[src/rtl/rxr_pkg.sv]
// Package: shared widths and status-word layout of the receive ring engine.
// Assumes 16-bit descriptor words and four words per descriptor.
package rxr_pkg;
    localparam int DW     = 16;
    localparam int ST_E   = 15;
    localparam int ST_W   = 14;
    localparam int ST_I   = 13;
    localparam int ST_CM  = 12;
    localparam int ST_F   = 9;
    localparam int ST_L   = 8;
    localparam int ST_NO  = 4;
    localparam logic [DW-1:0] RSV_MASK = 16'h0CE8;

    // Host-owned control bits of a descriptor, as the engine sees them.
    typedef struct packed {
        logic e;
        logic w;
        logic i;
        logic cm;
    } rxr_ctl_t;

    // Builds the status word written back on close; reserved bits stay zero.
    function automatic logic [DW-1:0] rxr_status(input logic e, input rxr_ctl_t c,
                                                 input logic f, input logic l,
                                                 input logic no, input logic [2:0] err);
        return {e, c.w, c.i, c.cm, 2'b00, f, l, 3'b000, no, 1'b0, err};
    endfunction
endpackage

[src/rtl/rxr_desc_ram.sv]
// Descriptor RAM: host read/write port plus engine read of the current
// descriptor and a one-cycle engine write of status and length.
// Assumes the host does not write a descriptor the engine owns; on a clash
// the engine write wins.
module rxr_desc_ram
    import rxr_pkg::*;
#(
    parameter int NDESC = 8,
    localparam int IW = $clog2(NDESC),
    localparam int AW = IW + 2
) (
    input  logic            clk,
    input  logic            rst_n,
    input  logic            host_we,
    input  logic [AW-1:0]   host_addr,
    input  logic [DW-1:0]   host_wdata,
    output logic [DW-1:0]   host_rdata,
    input  logic [IW-1:0]   eng_idx,
    output rxr_ctl_t        eng_ctl,
    output logic [DW-1:0]   eng_ptr,
    input  logic            eng_we,
    input  logic [DW-1:0]   eng_status,
    input  logic [DW-1:0]   eng_len
);
    logic [DW-1:0] words [NDESC*4];
    logic [DW-1:0] cur_st;

    // Storage update: reset, then host write, then engine write-back.
    always_ff @(posedge clk) begin
        if (!rst_n) begin
            for (int k = 0; k < NDESC*4; k++) words[k] <= '0;
        end else begin
            if (host_we) words[host_addr] <= host_wdata;
            if (eng_we) begin
                words[{eng_idx, 2'b00}] <= eng_status;
                words[{eng_idx, 2'b01}] <= eng_len;
            end
        end
    end

    // Combinational read paths for host and engine.
    always_comb begin
        host_rdata = words[host_addr];
        cur_st     = words[{eng_idx, 2'b00}];
        eng_ptr    = words[{eng_idx, 2'b10}];
        eng_ctl    = rxr_ctl_t'(cur_st[DW-1:DW-4]);
    end

    a_r11_reserved_zero: assert property (@(posedge clk) disable iff (!rst_n)
        eng_we |-> ((eng_status & RSV_MASK) == '0));
endmodule

[src/rtl/rxr_evt.sv]
// Event register: sticky receive and busy events, write-one-to-clear,
// masked interrupt request. Setting wins over clearing in the same cycle.
module rxr_evt (
    input  logic       clk,
    input  logic       rst_n,
    input  logic       rx_set,
    input  logic       busy_set,
    input  logic [1:0] evt_clr,
    input  logic [1:0] evt_mask,
    output logic [1:0] evt,
    output logic       irq
);
    // Event bit update.
    always_ff @(posedge clk) begin
        if (!rst_n) evt <= 2'b00;
        else        evt <= (evt & ~evt_clr) | {busy_set, rx_set};
    end

    // Interrupt request from enabled events.
    always_comb irq = |(evt & evt_mask);

    a_r7_rx_event_seen: assert property (@(posedge clk) disable iff (!rst_n)
        rx_set |=> evt[0]);
    a_r3_busy_event_seen: assert property (@(posedge clk) disable iff (!rst_n)
        busy_set |=> evt[1]);
endmodule

[src/rtl/rxr_fill_ctrl.sv]
// Fill controller: walks the descriptor ring, places octets into the current
// buffer, closes it on frame end, error or full length, and builds the
// write-back. Assumes one octet per cycle at most and a memory port with no stall.
module rxr_fill_ctrl
    import rxr_pkg::*;
#(
    parameter int NDESC = 8,
    localparam int IW = $clog2(NDESC)
) (
    input  logic            clk,
    input  logic            rst_n,
    input  logic            rx_valid,
    input  logic [7:0]      rx_data,
    input  logic            rx_cd,
    input  logic [2:0]      rx_err,
    input  logic [2:0]      rx_resid,
    input  logic [DW-1:0]   max_len,
    input  rxr_ctl_t        cur_ctl,
    input  logic [DW-1:0]   cur_ptr,
    output logic [IW-1:0]   cur_idx,
    output logic            wb_we,
    output logic [DW-1:0]   wb_status,
    output logic [DW-1:0]   wb_len,
    output logic            mem_we,
    output logic [DW-1:0]   mem_addr,
    output logic [7:0]      mem_data,
    output logic            rx_set,
    output logic            busy_set
);
    logic [IW-1:0] cur_q;
    logic [DW-1:0] cnt_q, frm_q, cnt_nx;
    logic          in_frame_q, skip_q, first_q, cd_q;
    logic          byte_ok, acc, drop, cd_fall, ends, end_close, full_close, close, has_err;

    // Decode of this cycle's events.
    always_comb begin
        has_err    = (rx_err != 3'b000);
        byte_ok    = rx_valid && rx_cd && !skip_q && !has_err;
        acc        = byte_ok && cur_ctl.e;
        drop       = byte_ok && !cur_ctl.e;
        cd_fall    = cd_q && !rx_cd;
        ends       = in_frame_q && (cd_fall || has_err);
        end_close  = ends && cur_ctl.e;
        cnt_nx     = cnt_q + 16'd1;
        full_close = acc && (cnt_nx >= max_len);
        close      = full_close || end_close;
    end

    // Write-back word and event pulses for a closing buffer.
    always_comb begin
        wb_we     = close;
        wb_len    = end_close ? frm_q : cnt_nx;
        wb_status = rxr_status(cur_ctl.cm && !(end_close && has_err), cur_ctl,
                               full_close ? (first_q || !in_frame_q) : first_q,
                               end_close,
                               end_close && cd_fall && (rx_resid != 3'b000),
                               end_close ? rx_err : 3'b000);
        rx_set    = close && cur_ctl.i;
        busy_set  = drop;
        cur_idx   = cur_q;
    end

    // Ring position, fill counters and frame tracking.
    always_ff @(posedge clk) begin
        if (!rst_n) begin
            cur_q <= '0; cnt_q <= '0; frm_q <= '0;
            in_frame_q <= 1'b0; skip_q <= 1'b0; first_q <= 1'b0; cd_q <= 1'b0;
            mem_we <= 1'b0; mem_addr <= '0; mem_data <= '0;
        end else begin
            cd_q   <= rx_cd;
            mem_we <= acc;
            if (acc) begin
                mem_addr <= cur_ptr + cnt_q;
                mem_data <= rx_data;
            end
            if (!rx_cd)                skip_q <= 1'b0;
            else if (drop || has_err)  skip_q <= 1'b1;
            if (acc) begin
                in_frame_q <= 1'b1;
                frm_q      <= frm_q + 16'd1;
            end else if (ends || drop) begin
                in_frame_q <= 1'b0;
                frm_q      <= '0;
            end
            if (close) begin
                cur_q   <= (cur_ctl.w || cur_q == IW'(NDESC-1)) ? '0 : cur_q + 1'b1;
                cnt_q   <= '0;
                first_q <= 1'b0;
            end else if (acc) begin
                cnt_q   <= cnt_nx;
                first_q <= first_q || !in_frame_q;
            end else if (ends) begin
                cnt_q   <= '0;
                first_q <= 1'b0;
            end
        end
    end

    a_r12_cd_low_no_write: assert property (@(posedge clk) disable iff (!rst_n)
        !rx_cd |=> !mem_we);
    a_r3_unowned_no_write: assert property (@(posedge clk) disable iff (!rst_n)
        !cur_ctl.e |=> !mem_we);
    a_r4_close_restarts_fill: assert property (@(posedge clk) disable iff (!rst_n)
        close |=> (cnt_q == '0));
    a_r6_wrap_to_base: assert property (@(posedge clk) disable iff (!rst_n)
        (close && cur_ctl.w) |=> (cur_q == '0));
    a_r8_error_ends_frame: assert property (@(posedge clk) disable iff (!rst_n)
        (in_frame_q && has_err) |=> !in_frame_q);
endmodule

[src/rtl/rxr_ring_engine.sv]
// Top: receive descriptor ring engine. Connects the descriptor RAM, the
// fill controller and the event register.
module rxr_ring_engine #(
    parameter int NDESC = 8,
    localparam int IW = $clog2(NDESC),
    localparam int AW = IW + 2
) (
    input  logic          clk,
    input  logic          rst_n,
    input  logic          rx_valid,
    input  logic [7:0]    rx_data,
    input  logic          rx_cd,
    input  logic [2:0]    rx_err,
    input  logic [2:0]    rx_resid,
    input  logic [15:0]   max_len,
    input  logic          host_we,
    input  logic [AW-1:0] host_addr,
    input  logic [15:0]   host_wdata,
    output logic [15:0]   host_rdata,
    input  logic [1:0]    evt_mask,
    input  logic [1:0]    evt_clr,
    output logic [1:0]    evt,
    output logic          irq,
    output logic          mem_we,
    output logic [15:0]   mem_addr,
    output logic [7:0]    mem_data
);
    import rxr_pkg::*;

    logic [IW-1:0] cur_idx;
    rxr_ctl_t      cur_ctl;
    logic [DW-1:0] cur_ptr, wb_status, wb_len;
    logic          wb_we, rx_set, busy_set;

    rxr_desc_ram #(.NDESC(NDESC)) u_ram (
        .clk(clk), .rst_n(rst_n),
        .host_we(host_we), .host_addr(host_addr), .host_wdata(host_wdata),
        .host_rdata(host_rdata),
        .eng_idx(cur_idx), .eng_ctl(cur_ctl), .eng_ptr(cur_ptr),
        .eng_we(wb_we), .eng_status(wb_status), .eng_len(wb_len)
    );

    rxr_fill_ctrl #(.NDESC(NDESC)) u_fill (
        .clk(clk), .rst_n(rst_n),
        .rx_valid(rx_valid), .rx_data(rx_data), .rx_cd(rx_cd),
        .rx_err(rx_err), .rx_resid(rx_resid), .max_len(max_len),
        .cur_ctl(cur_ctl), .cur_ptr(cur_ptr), .cur_idx(cur_idx),
        .wb_we(wb_we), .wb_status(wb_status), .wb_len(wb_len),
        .mem_we(mem_we), .mem_addr(mem_addr), .mem_data(mem_data),
        .rx_set(rx_set), .busy_set(busy_set)
    );

    rxr_evt u_evt (
        .clk(clk), .rst_n(rst_n),
        .rx_set(rx_set), .busy_set(busy_set),
        .evt_clr(evt_clr), .evt_mask(evt_mask),
        .evt(evt), .irq(irq)
    );
endmodule

[config.mk]
export PLATFORM = sky130hd
export DESIGN_NAME = rxr_ring_engine
export DESIGN_NICKNAME = d
export VERILOG_FILES = /design/src/rtl/rxr_pkg.sv /design/src/rtl/rxr_desc_ram.sv /design/src/rtl/rxr_evt.sv /design/src/rtl/rxr_fill_ctrl.sv /design/src/rtl/rxr_ring_engine.sv
export SDC_FILE = /design/constraint.sdc
export NUM_CORES = 1
export LEC_CHECK = 0
export BUFFER_PORTS_ARGS = -buffer_cell sky130_fd_sc_hd__buf_4
export CAP_MARGIN = 5
export CELL_PAD_IN_SITES_DETAIL_PLACEMENT = 2
export CELL_PAD_IN_SITES_GLOBAL_PLACEMENT = 2
export CORE_MARGIN = 5
export CORE_UTILIZATION = 48
export DETAILED_ROUTE_END_ITERATION = 8
export PLACE_DENSITY_LB_ADDON = 0.25
export SLEW_MARGIN = 20
export SYNTH_ARGS = -nofsm -noshare
export SYNTH_HDL_FRONTEND = slang
export SYNTH_SLANG_ARGS = --single-unit
[constraint.sdc]
create_clock -name clk -period 13.91 [get_ports clk]
set_input_delay 0.6955 -clock clk [delete_from_list [all_inputs] [get_ports clk]]
set_output_delay 0.6955 -clock clk [all_outputs]
set_load 0.05 [all_outputs]
== After elaboration in Yosys (flattened, before gate mapping) ==
Memories as Yosys holds them, arrays and structs flattened. A register that Yosys moved wholly into a read port is not among the register bits.
Index checks and enable logic that the tools add are counted.
Storage, ports and cells
  output and inout port bits: 44
  input bits: 60
  bits in read-only memories: 0
  flip-flop bits (word level): 66
  memory bits (writable): 512
  memories: 1
  latch bits: 0
  logic and storage cells: 91
Cells by class
  order comparisons: 1
  reduce and logical (&&, ||, !) cells: 36
  bitwise gates (word level): 5
  divide/modulo/power cells: 0
  equal/unequal tests: 1
  muxes and demuxes: 32
  shift operators: 0
  add/subtract/negate cells: 4
  multipliers: 0
Memories
  u_ram.words: depth 32, width 16, read ports 3, clocked after Yosys merged registers in 2, write ports 32, line rxr_desc_ram.sv:25  | logic [DW-1:0] words [NDESC*4];
Operators with widths (number)
  $mux W16: 8
  $reduce_or A16 Y1: 3
  $mux W5: 7
  $add A16 B1 Y16 const B: 2
  $add A16 B16 Y16: 1
  $ge A16 B16 Y1: 1
  $mux W1: 15
  $logic_and A1 B1 Y1: 14
  $logic_not A1 Y1: 6
  $logic_or A1 B1 Y1: 6
  $mux W3: 2
  $reduce_bool A3 Y1: 2
  $and A2 B2 Y2: 2
  $reduce_bool A2 Y1: 2
  $reduce_or A2 Y1: 2
  $add A3 B1 Y3 const B: 1
  $eq A3 B3 Y1 const B: 1
  $not A2 Y2: 1
  $or A2 B2 Y2: 1
  $reduce_and A2 Y1: 1
  $not A1 Y1: 1

== Logic depth before layout (Yosys ltp) ==
Gate-level depths: netlist of run 1.
  word-level depth: 11
  depth in mapped cells: 14
  depth with buffers taken out: 12

== Cells and area by module ==
From an unflattened synthesis of run 1, not the netlist that was laid out.
Second synthesis, totals
  cell total of the unflattened synthesis: 2409
  area total of the unflattened synthesis: 30294.1 µm²
Modules (own cells, without submodules)
  rxr_desc_ram: area each 25999.9 µm², cells each 1883, instances 1, seq. area each 15374.7 µm²
  rxr_fill_ctrl: area each 4216.5 µm², cells each 519, instances 1, seq. area each 1281.2 µm²
  rxr_evt: area each 77.6 µm², cells each 7, instances 1, seq. area each 40.0 µm²

== Worst setup path before layout of run 1 ==
Ideal clock, no wire load.
  path type: register -> register
  from: reg u_fill.cnt_q[5]
  to: mem u_ram.words[25][0] (enable)
  cell stages (with the launch flop): 14
  setup time: 0.447 ns
  clock period less this slack: 5.075 ns
  buffers on the path: 2
  arrival time: 4.628 ns
  data required time: 13.463 ns
  setup slack: 8.835 ns
  path through: dfxtp_1 > clkbuf_1 > nand4_1 > nor4_1 > xnor2_1 > inv_1 > ha_1 > and4_1 > nand4_1 > o31ai_1 > o31ai_4 > and2_1 > buf_4 > o311ai_0
RTL lines
  start, declared: line rxr_fill_ctrl.sv:31  | logic [DW-1:0] cnt_q, frm_q, cnt_nx;
  start signal, assigned: line rxr_fill_ctrl.sv:90  | cnt_q <= cnt_nx;
  end, declared: line rxr_desc_ram.sv:25

== Worst setup path in the final report of run 1 ==
  from: in host_addr[1]
  to: out host_rdata[3]
On the way
  longest elaborated chain between the ends: 1
RTL lines
  start, declared: line rxr_ring_engine.sv:17  | input logic [AW-1:0] host_addr,
  $mem_v2 Z32 W16
  end, declared: line rxr_ring_engine.sv:19  | output logic [15:0] host_rdata,
No other way between the ends.

==> impl_results.md, run 1 <==
- Outcome: completed
- Die W: 262 um
- I/O pins: 104
- Pwr per Cell Area: 121 nW/um^2
- WL/cell: 39.8 um
- RePlAce Congestion: 0.950
- Max-cap violation count: 0
- Setup bufs post-CTS: 0
- Slew Viols, Final: 0
- Clk pin slew, worst setup/hold paths: 0.06 ns
- Logic gate share of total power: 8.7%
- Critical path's most frequent cell: buf_4
- Cell Area, Synth: 30600 um^2
- Sw Share: 26.1%
- Min Tclk post-route: 5.15 ns
- Peak VDD IR: 116 uV
- Hold crit path type: primary input to register
- XOR/XNOR share of the synthesized area: 0.745%
- # rows: 92
- DP HPWL: 85.4 mm
- Max Clock Skew: 0.0387 ns
- Internal: 3090 uW
- Post-synthesis adder-cell area fraction: 1.50%
- Sequential cell fraction of total power: 48.0%
- CORE AREA: 63100 um^2
- Post-synthesis mux area share: 20.1%
- Total GRT Usage: 38.0%
- Leakage Power: 0.0115 uW
- Crit path depth: 7
- Utilization after layout: 54.6%
- Fin nets: 2585
- Compound-Gate Fraction of Synth Area: 6.60%
- Slowest CP cell: buf_4
- Yosys top cell area share: 45.6%
- Initial DRC Count: 3643
- RSZ-0062 raised after global routing: no
- Num Clock Sinks: 581
- R2R Path End: u_ram.words[4][4]
- CP startpoint kind: primary input
- DRT Pass-1 Iters: 6
- Chip height: 262 um
- Hold Path End: u_evt.evt[0]
- Cell variety after synth: 68
- Initial cell density of the core: 48.4%
- Critical path peak fanout: 51
- Top FF cell, synth: edfxtp_1
- Avg Cell Area, Syn: 12.5 um^2
- Area growth syn-to-layout: 12.8%
- Clock Latency Late Sink: 0.64 ns
- Worst Max-Slew Pin Slew: 1.26 ns
- Yosys reg bits: 581
- Sequential area share after synthesis: 53.3%
- Post_cts resized: 0
- Clock Power Share: 43.3%
- CP endpoint kind: output pin
- DRC Markers: 0
- Post-Synthesis Cells: 2446
- First-pass GRT wire length: 193 mm
- H-tree depth: 3
- Crit share post-route: 37.0%
- Post-synth EDFFs: 464
- CP top delay family: buffers and inverters
- Layout cells sized above 1: 21.1%
- Via-to-Cell Ratio: 7.13
- Final Hold Viols: 0
- Full die area: 68800 um^2
- Post-Synthesis Net Count: 2542
- Setup TNS: 0 ns
- CP Data Required Time: 13.21 ns
- Post-DRT Antenna Nets: 0
- Cts bufs inserted: 68
- Largest net degree at the start of global routing: 57
- Synth warnings: 0
- Ys async rst share: 0%
- Initial antenna violation count: 11
- DR vias: 24200
- Vias in the first global route: 25600
- Worst Path Buf+Inv: 4
- Critical Path AT: 4.45 ns
- Yosys top cell by area: edfxtp_1
- Hold path start: evt_clr[0]
- Crit-path cells: buf_6 -> buf_4 -> buf_4 -> mux4_2 -> a22oi_1 -> nand4_1 -> buf_4
- Buffers on Ports: 103
- Simple-gate portion of the synthesized area: 14.1%
- Total detailed-routing wirelength: 135 mm
- Overflow after GRT: 0
- Commonest cells in the netlist: 464 x edfxtp_1, 331 x nand2_1, 262 x and2_1
- CTS tree: done
- FF-to-FF path depth: 11
- Most numerous cell in the Yosys netlist: edfxtp_1
- Hold depth: 2
- Psw: 1090 uW
- CP Class: primary input to output pin
- CP max stage delay: 0.81 ns
- # hold bufs at CTS: 0
- Worst rel slew slack: 14.5%
- Largest family of logic cells by synthesized area: multiplexers
- Root buf cell: clkbuf_16
- Reg2reg setup slack: 8.77 ns
- Max Freq: 194 MHz
- Synth area leaders: edfxtp_1 46%, mux4_2 12%, dfxtp_1 7.7%, mux2i_1 7.1%, and2_1 5.4%
- Clock Path Buffers: 3
- Final setup viols: 0
power by group through the flow:
stage                     combinational (uW)  clock [uW]  sequential, uW
after floorplan                          200           0            2000
after global placement                   325           0            2020
after detailed placement                 340           0            2030
after CTS                                349        1820            2000
after global routing                     366        1880            2000
final                                    362        1810            2010
sequential cells by signal, indices dropped and copies added (netlist names), named ones only:
name / flops
u_ram.words: 512
u_fill.frm_q: 16
u_fill.first_q: 1
u_fill.cur_idx: 3
u_fill.mem_addr: 16
u_fill.cd_q: 1
u_fill.mem_data: 8
u_fill.cnt_q: 16
u_evt.evt: 2
u_fill.mem_we: 1
u_fill.skip_q: 1
u_fill.in_frame_q: 1
layout make-up:
class | count | area, um^2
Antenna cell | 7 | 17.5
Clock buffer | 99 | 1910
Clock inverter | 25 | 226
Fill cell | 5863 | 28600
Inverter | 27 | 101
Multi-Input combinational cell | 1629 | 13500
Sequential cell | 581 | 16300
Tap cell | 846 | 1060
Timing Repair Buffer | 182 | 1390
cells by family (layout without fill, tap and decap cells):
| kind of cell | count (synthesis) | after routing |
|---|---|---|
| buffers and inverters | 236 | 333 |
| AO/OA/AOI/OAI | 306 | 306 |
| AND/OR/NAND/NOR | 861 | 861 |
| other | 0 | 7 |
| multiplexers | 400 | 400 |
| adder cells (fa/ha/maj) | 36 | 36 |
| XOR/XNOR | 26 | 26 |
| flip-flops | 581 | 581 |
worst register-to-register path, delay by kind of cell (launching register included):
kind,cells,cell delay (ns)
compound gates,2,0.60
buf+inv,5,2.24
flops,1,0.72
mux,2,0.99
simple gates,2,0.32
worst max-delay path by stage:
stage / from / endpoint / slack [ns]
2_1_floorplan: u_fill.cnt_q[5] / u_ram.words[25][0] / 8.84
3_5_place_dp: u_fill.cnt_q[0] / u_ram.words[29][6] / 8.82
4_1_cts: u_fill.cnt_q[0] / u_ram.words[16][15] / 8.70
5_1_grt: u_fill.cnt_q[0] / u_ram.words[4][15] / 8.64
6_report: host_addr[1] / host_rdata[3] / 8.76
3_3_place_gp: host_addr[1] / host_rdata[3] / 8.96
placed cells by master, fill, tap and decap left out, drive strengths merged, types with 4 or more instances in the layout:
cell type / instances
edfxtp: 464
nand2: 331
and2: 263
mux2i: 217
buf: 181
mux4: 168
dfxtp: 117
a21oi: 102
clkbuf: 100
nor2: 87
nand3: 80
a22oi: 64
o21ai: 63
ha: 35
nand4: 30
inv: 30
and3: 19
clkinv: 18
o211ai: 17
xnor2: 16
mux2: 15
xor2: 10
o311ai: 10
a21o: 9
or3: 9
diode: 7
a31oi: 7
nor2b: 6
o21a: 6
nand3b: 6
nor3: 6
or2: 5
a211oi: 5
and4: 4
nand2b: 4
per-layer routing:
layer | GRT usage, % | share of wire, % | routed length, um
met1 | 46.4 | 35 | 47300
met2 | 62.8 | 47 | 64000
met3 | 9.72 | 11 | 14900
met4 | 19.4 | 6.6 | 8950
met5 | 0 | 0.040 | 54
metrics by stage:
step           instances  cell area [um^2]  hold slack, ns  setup WS, ns  power [uW]
2_1_floorplan       2446             30600           0.444          8.84        2200
3_3_place_gp        3259             32100           0.444          8.96        2350
3_5_place_dp        3263             32200           0.454          8.82        2370
6_report            3396             34500           0.303          8.76        4180
4_1_cts             3387             34400           0.285          8.70        4170
5_1_grt             3391             34500           0.306          8.64        4250
Note: power is estimated with default switching activity, not from simulation.
==> inputs of run 2 (changes only) <==
Settings changed: ABC_AREA from default to 1, CORE_UTILIZATION 48 to 39.
Clock period 13.91 ns to 4.8 ns, I/O delays scaled along.
==> run 2 against run 1 <==
Count of clock-buffer cells in the layout down 5; synthesized cell count up 57%; final cell count up 46%; clock skew down 0.014 ns; critical path depth up 11; flip-flop and latch count unchanged; die area up 26%; total power rose to 2.9 times the previous value; sequential power rose to 2.9 times the previous value; final area up 3.9%; via count up 30%.
==> impl_results.md, run 2 <==
- Outcome: completed
- Max-cap violation count: 0
- Initial cell density of the core: 39.2%
- Root buf cell: clkbuf_16
- Min Tclk post-route: 4.23 ns
- DRT Pass-1 Iters: 6
- Buffers on Ports: 103
- Final setup viols: 0
- Crit share post-route: 88.1%
- Worst rel slew slack: 16.4%
- Commonest cells in the netlist: 875 x nand2_1, 575 x nor2_1, 464 x edfxtp_1
- Sequential area share after synthesis: 51.7%
- Critical Path AT: 4.55 ns
- Clock Latency Late Sink: 0.63 ns
- Met2 Wirelength: 69.8 mm
- Overflow after GRT: 0
- Multi-input logic area: 13000 um^2
- Post_cts resized: 0
- Slew Viols, Final: 0
- Yosys reg bits: 581
- Avg Cell Area, Syn: 8.21 um^2
- Leakage Power: 0.0148 uW
- Max Clock Skew: 0.0244 ns
- Yosys top cell area share: 44.3%
- Commonest cells after routing, fill and taps aside: 874 x nand2_1, 564 x nor2_1, 464 x edfxtp_1
- Cell Area, Synth: 31500 um^2
- First-pass GRT wire length: 226 mm
- WL met1: 61.9 mm
- Post-DRT Antenna Nets: 0
- Hold path start: rx_err[1]
- R2r startpoint: u_fill.cnt_q[1]
- Total GRT Usage: 35.7%
- Die W: 294 um
- Chip height: 294 um
- Layout cells sized above 1: 11.8%
- CTS tree: done
- Via-to-Cell Ratio: 6.31
- RSZ-0062 raised after global routing: no
- CORE AREA: 80300 um^2
- DP HPWL: 105 mm
- Max Freq: 236 MHz
- Total detailed-routing wirelength: 159 mm
- Cell variety after synth: 45
- Critical path's most frequent cell: nand2_1
- Clk pin slew, worst setup/hold paths: 0.06 ns
- Ys async rst share: 0%
- Register Area: 16300 um^2
- Largest net degree at the start of global routing: 127
- Yosys top cell by area: edfxtp_1
- Top reg by flops: u_ram.words
- Top FF cell, synth: edfxtp_1
- Post-Synthesis Cells: 3837
- Slowest CP cell: xor2_1
- Fill count: 8837
- I/O pins: 104
- Worst Max-Slew Pin Slew: 1.25 ns
- CP startpoint kind: register
- Post-Synthesis Net Count: 3933
- Area of placed instances: 33500 um^2
- CP Data Required Time: 5.12 ns
- Peak VDD IR: 255 uV
- Critical path peak fanout: 18
- Pwr per Cell Area: 342 nW/um^2
- Most common cell after layout, fill and taps aside: nand2_1
- Synth area leaders: edfxtp_1 44%, nand2_1 10%, dfxtp_1 7.4%, nand3_1 7.1%, nor2_1 6.9%
- H-tree depth: 3
- # rows: 104
- DR vias: 31400
- Vias in the first global route: 32300
- Setup bufs post-CTS: 0
- CP endpoint kind: register
- Synth warnings: 0
- Initial DRC Count: 3811
- Max reg flops: 512
- Cts bufs inserted: 69
- RePlAce Congestion: 0.924
- Worst Path Buf+Inv: 2
- Most numerous cell in the Yosys netlist: nand2_1
- Full die area: 86500 um^2
- Hold_ws: 0.103 ns
- Max layer used: met5
- Fin nets: 3953
- CP top delay family: simple AND/OR/NAND/NOR gates
- Final Cell Area: 35800 um^2
- Setup TNS: 0 ns
- Crit-path cells: ha_1 -> nand3_1 -> nor2_1 -> nand2_1 -> nor2_1 -> xor2_1 -> ha_1 -> nand4_1 -> nor2_1 -> nand2_1 -> inv_1 -> nand2_1 -> nand2_1 -> nand2_2 -> nand2_4 -> nand3_2 -> nand3_1 -> buf_4
- # hold bufs at CTS: 11
- Tot Pwr: 12200 uW
- Crit. Startpoint: u_fill.cnt_q[1]
- Final Hold Viols: 0
- Post-synth EDFFs: 464
- Num Clock Sinks: 581
- CP max stage delay: 0.45 ns
- Hold crit path type: primary input to register
- Clock Path Buffers: 3
- WL/cell: 32.1 um
- Area growth syn-to-layout: 13.8%
- DRC Markers: 0
- WL met3: 18.1 mm
- Initial antenna violation count: 15
- CP Class: register to register
## run 2: routing by layer
metal  vias to the layer above  global-route usage, %
met5                         -                      0
met4                        14                   18.5
met3                       413                   11.0
met2                      1620                   54.1
met1                     16100                   46.3
li1                      13200                      -
## run 2: path summary, 6_finish.rpt
path,end,slack [ns],cells past startpoint
min reg2reg,u_fill.frm_q[15],0.51,2
max reg2reg,u_ram.words[25][11],0.57,18
max,u_ram.words[25][11],0.57,18
min,u_fill.skip_q,0.10,5
## run 2: cell families after synthesis
| group | Yosys count | share of synthesized area (%) |
|---|---|---|
| and+or+nand+nor | 2113 | 28.8 |
| DFF | 581 | 51.7 |
| buffers and inverters | 560 | 7.24 |
| AOI/OAI and AO/OA | 523 | 10.1 |
| adders and majority gates | 36 | 1.45 |
| xor gates and xnor gates | 24 | 0.668 |
## run 2: final cells by class
type / instances / share of cell area, %
multi-input combinational: 2696 / 36.3
antenna: 3 / 0.0210
tap: 1060 / 3.70
clock inverter: 32 / 0.713
clock buffer: 94 / 5.40
inverter: 242 / 2.54
timing repair buffer: 267 / 5.84
sequential: 581 / 45.4
## run 2: report_power, final
| part | switching (uW) | total, uW | internal, uW |
|---|---|---|---|
| sequential | 107 | 5760 | 5650 |
| clock | 2290 | 5290 | 3000 |
| combinational | 937 | 1200 | 261 |
## run 2: per-stage QoR
| stage | utilization, % | setup WS, ns | std cells |
|---|---|---|---|
| detailed placement | 41.7 | 0.671 | 4835 |
| finish | 44.6 | 0.569 | 4975 |
| CTS | 44.6 | 0.615 | 4972 |
| global route | 44.6 | 0.223 | 4972 |
| floorplan | - | 1.47 | 3837 |
| global placement | 41.7 | 0.844 | 4835 |
## run 2: worst register-to-register path, cell delays in order (launching register included)
cell and delay, ns:
dfxtp_1 0.42, ha_1 0.22, nand3_1 0.18, nor2_1 0.18, nand2_1 0.09, nor2_1 0.13
xor2_1 0.45, ha_1 0.23, nand4_1 0.10, nor2_1 0.10, nand2_1 0.06, inv_1 0.05
nand2_1 0.05, nand2_1 0.11, nand2_2 0.14, nand2_4 0.28, nand3_2 0.43, nand3_1 0.42
buf_4 0.28
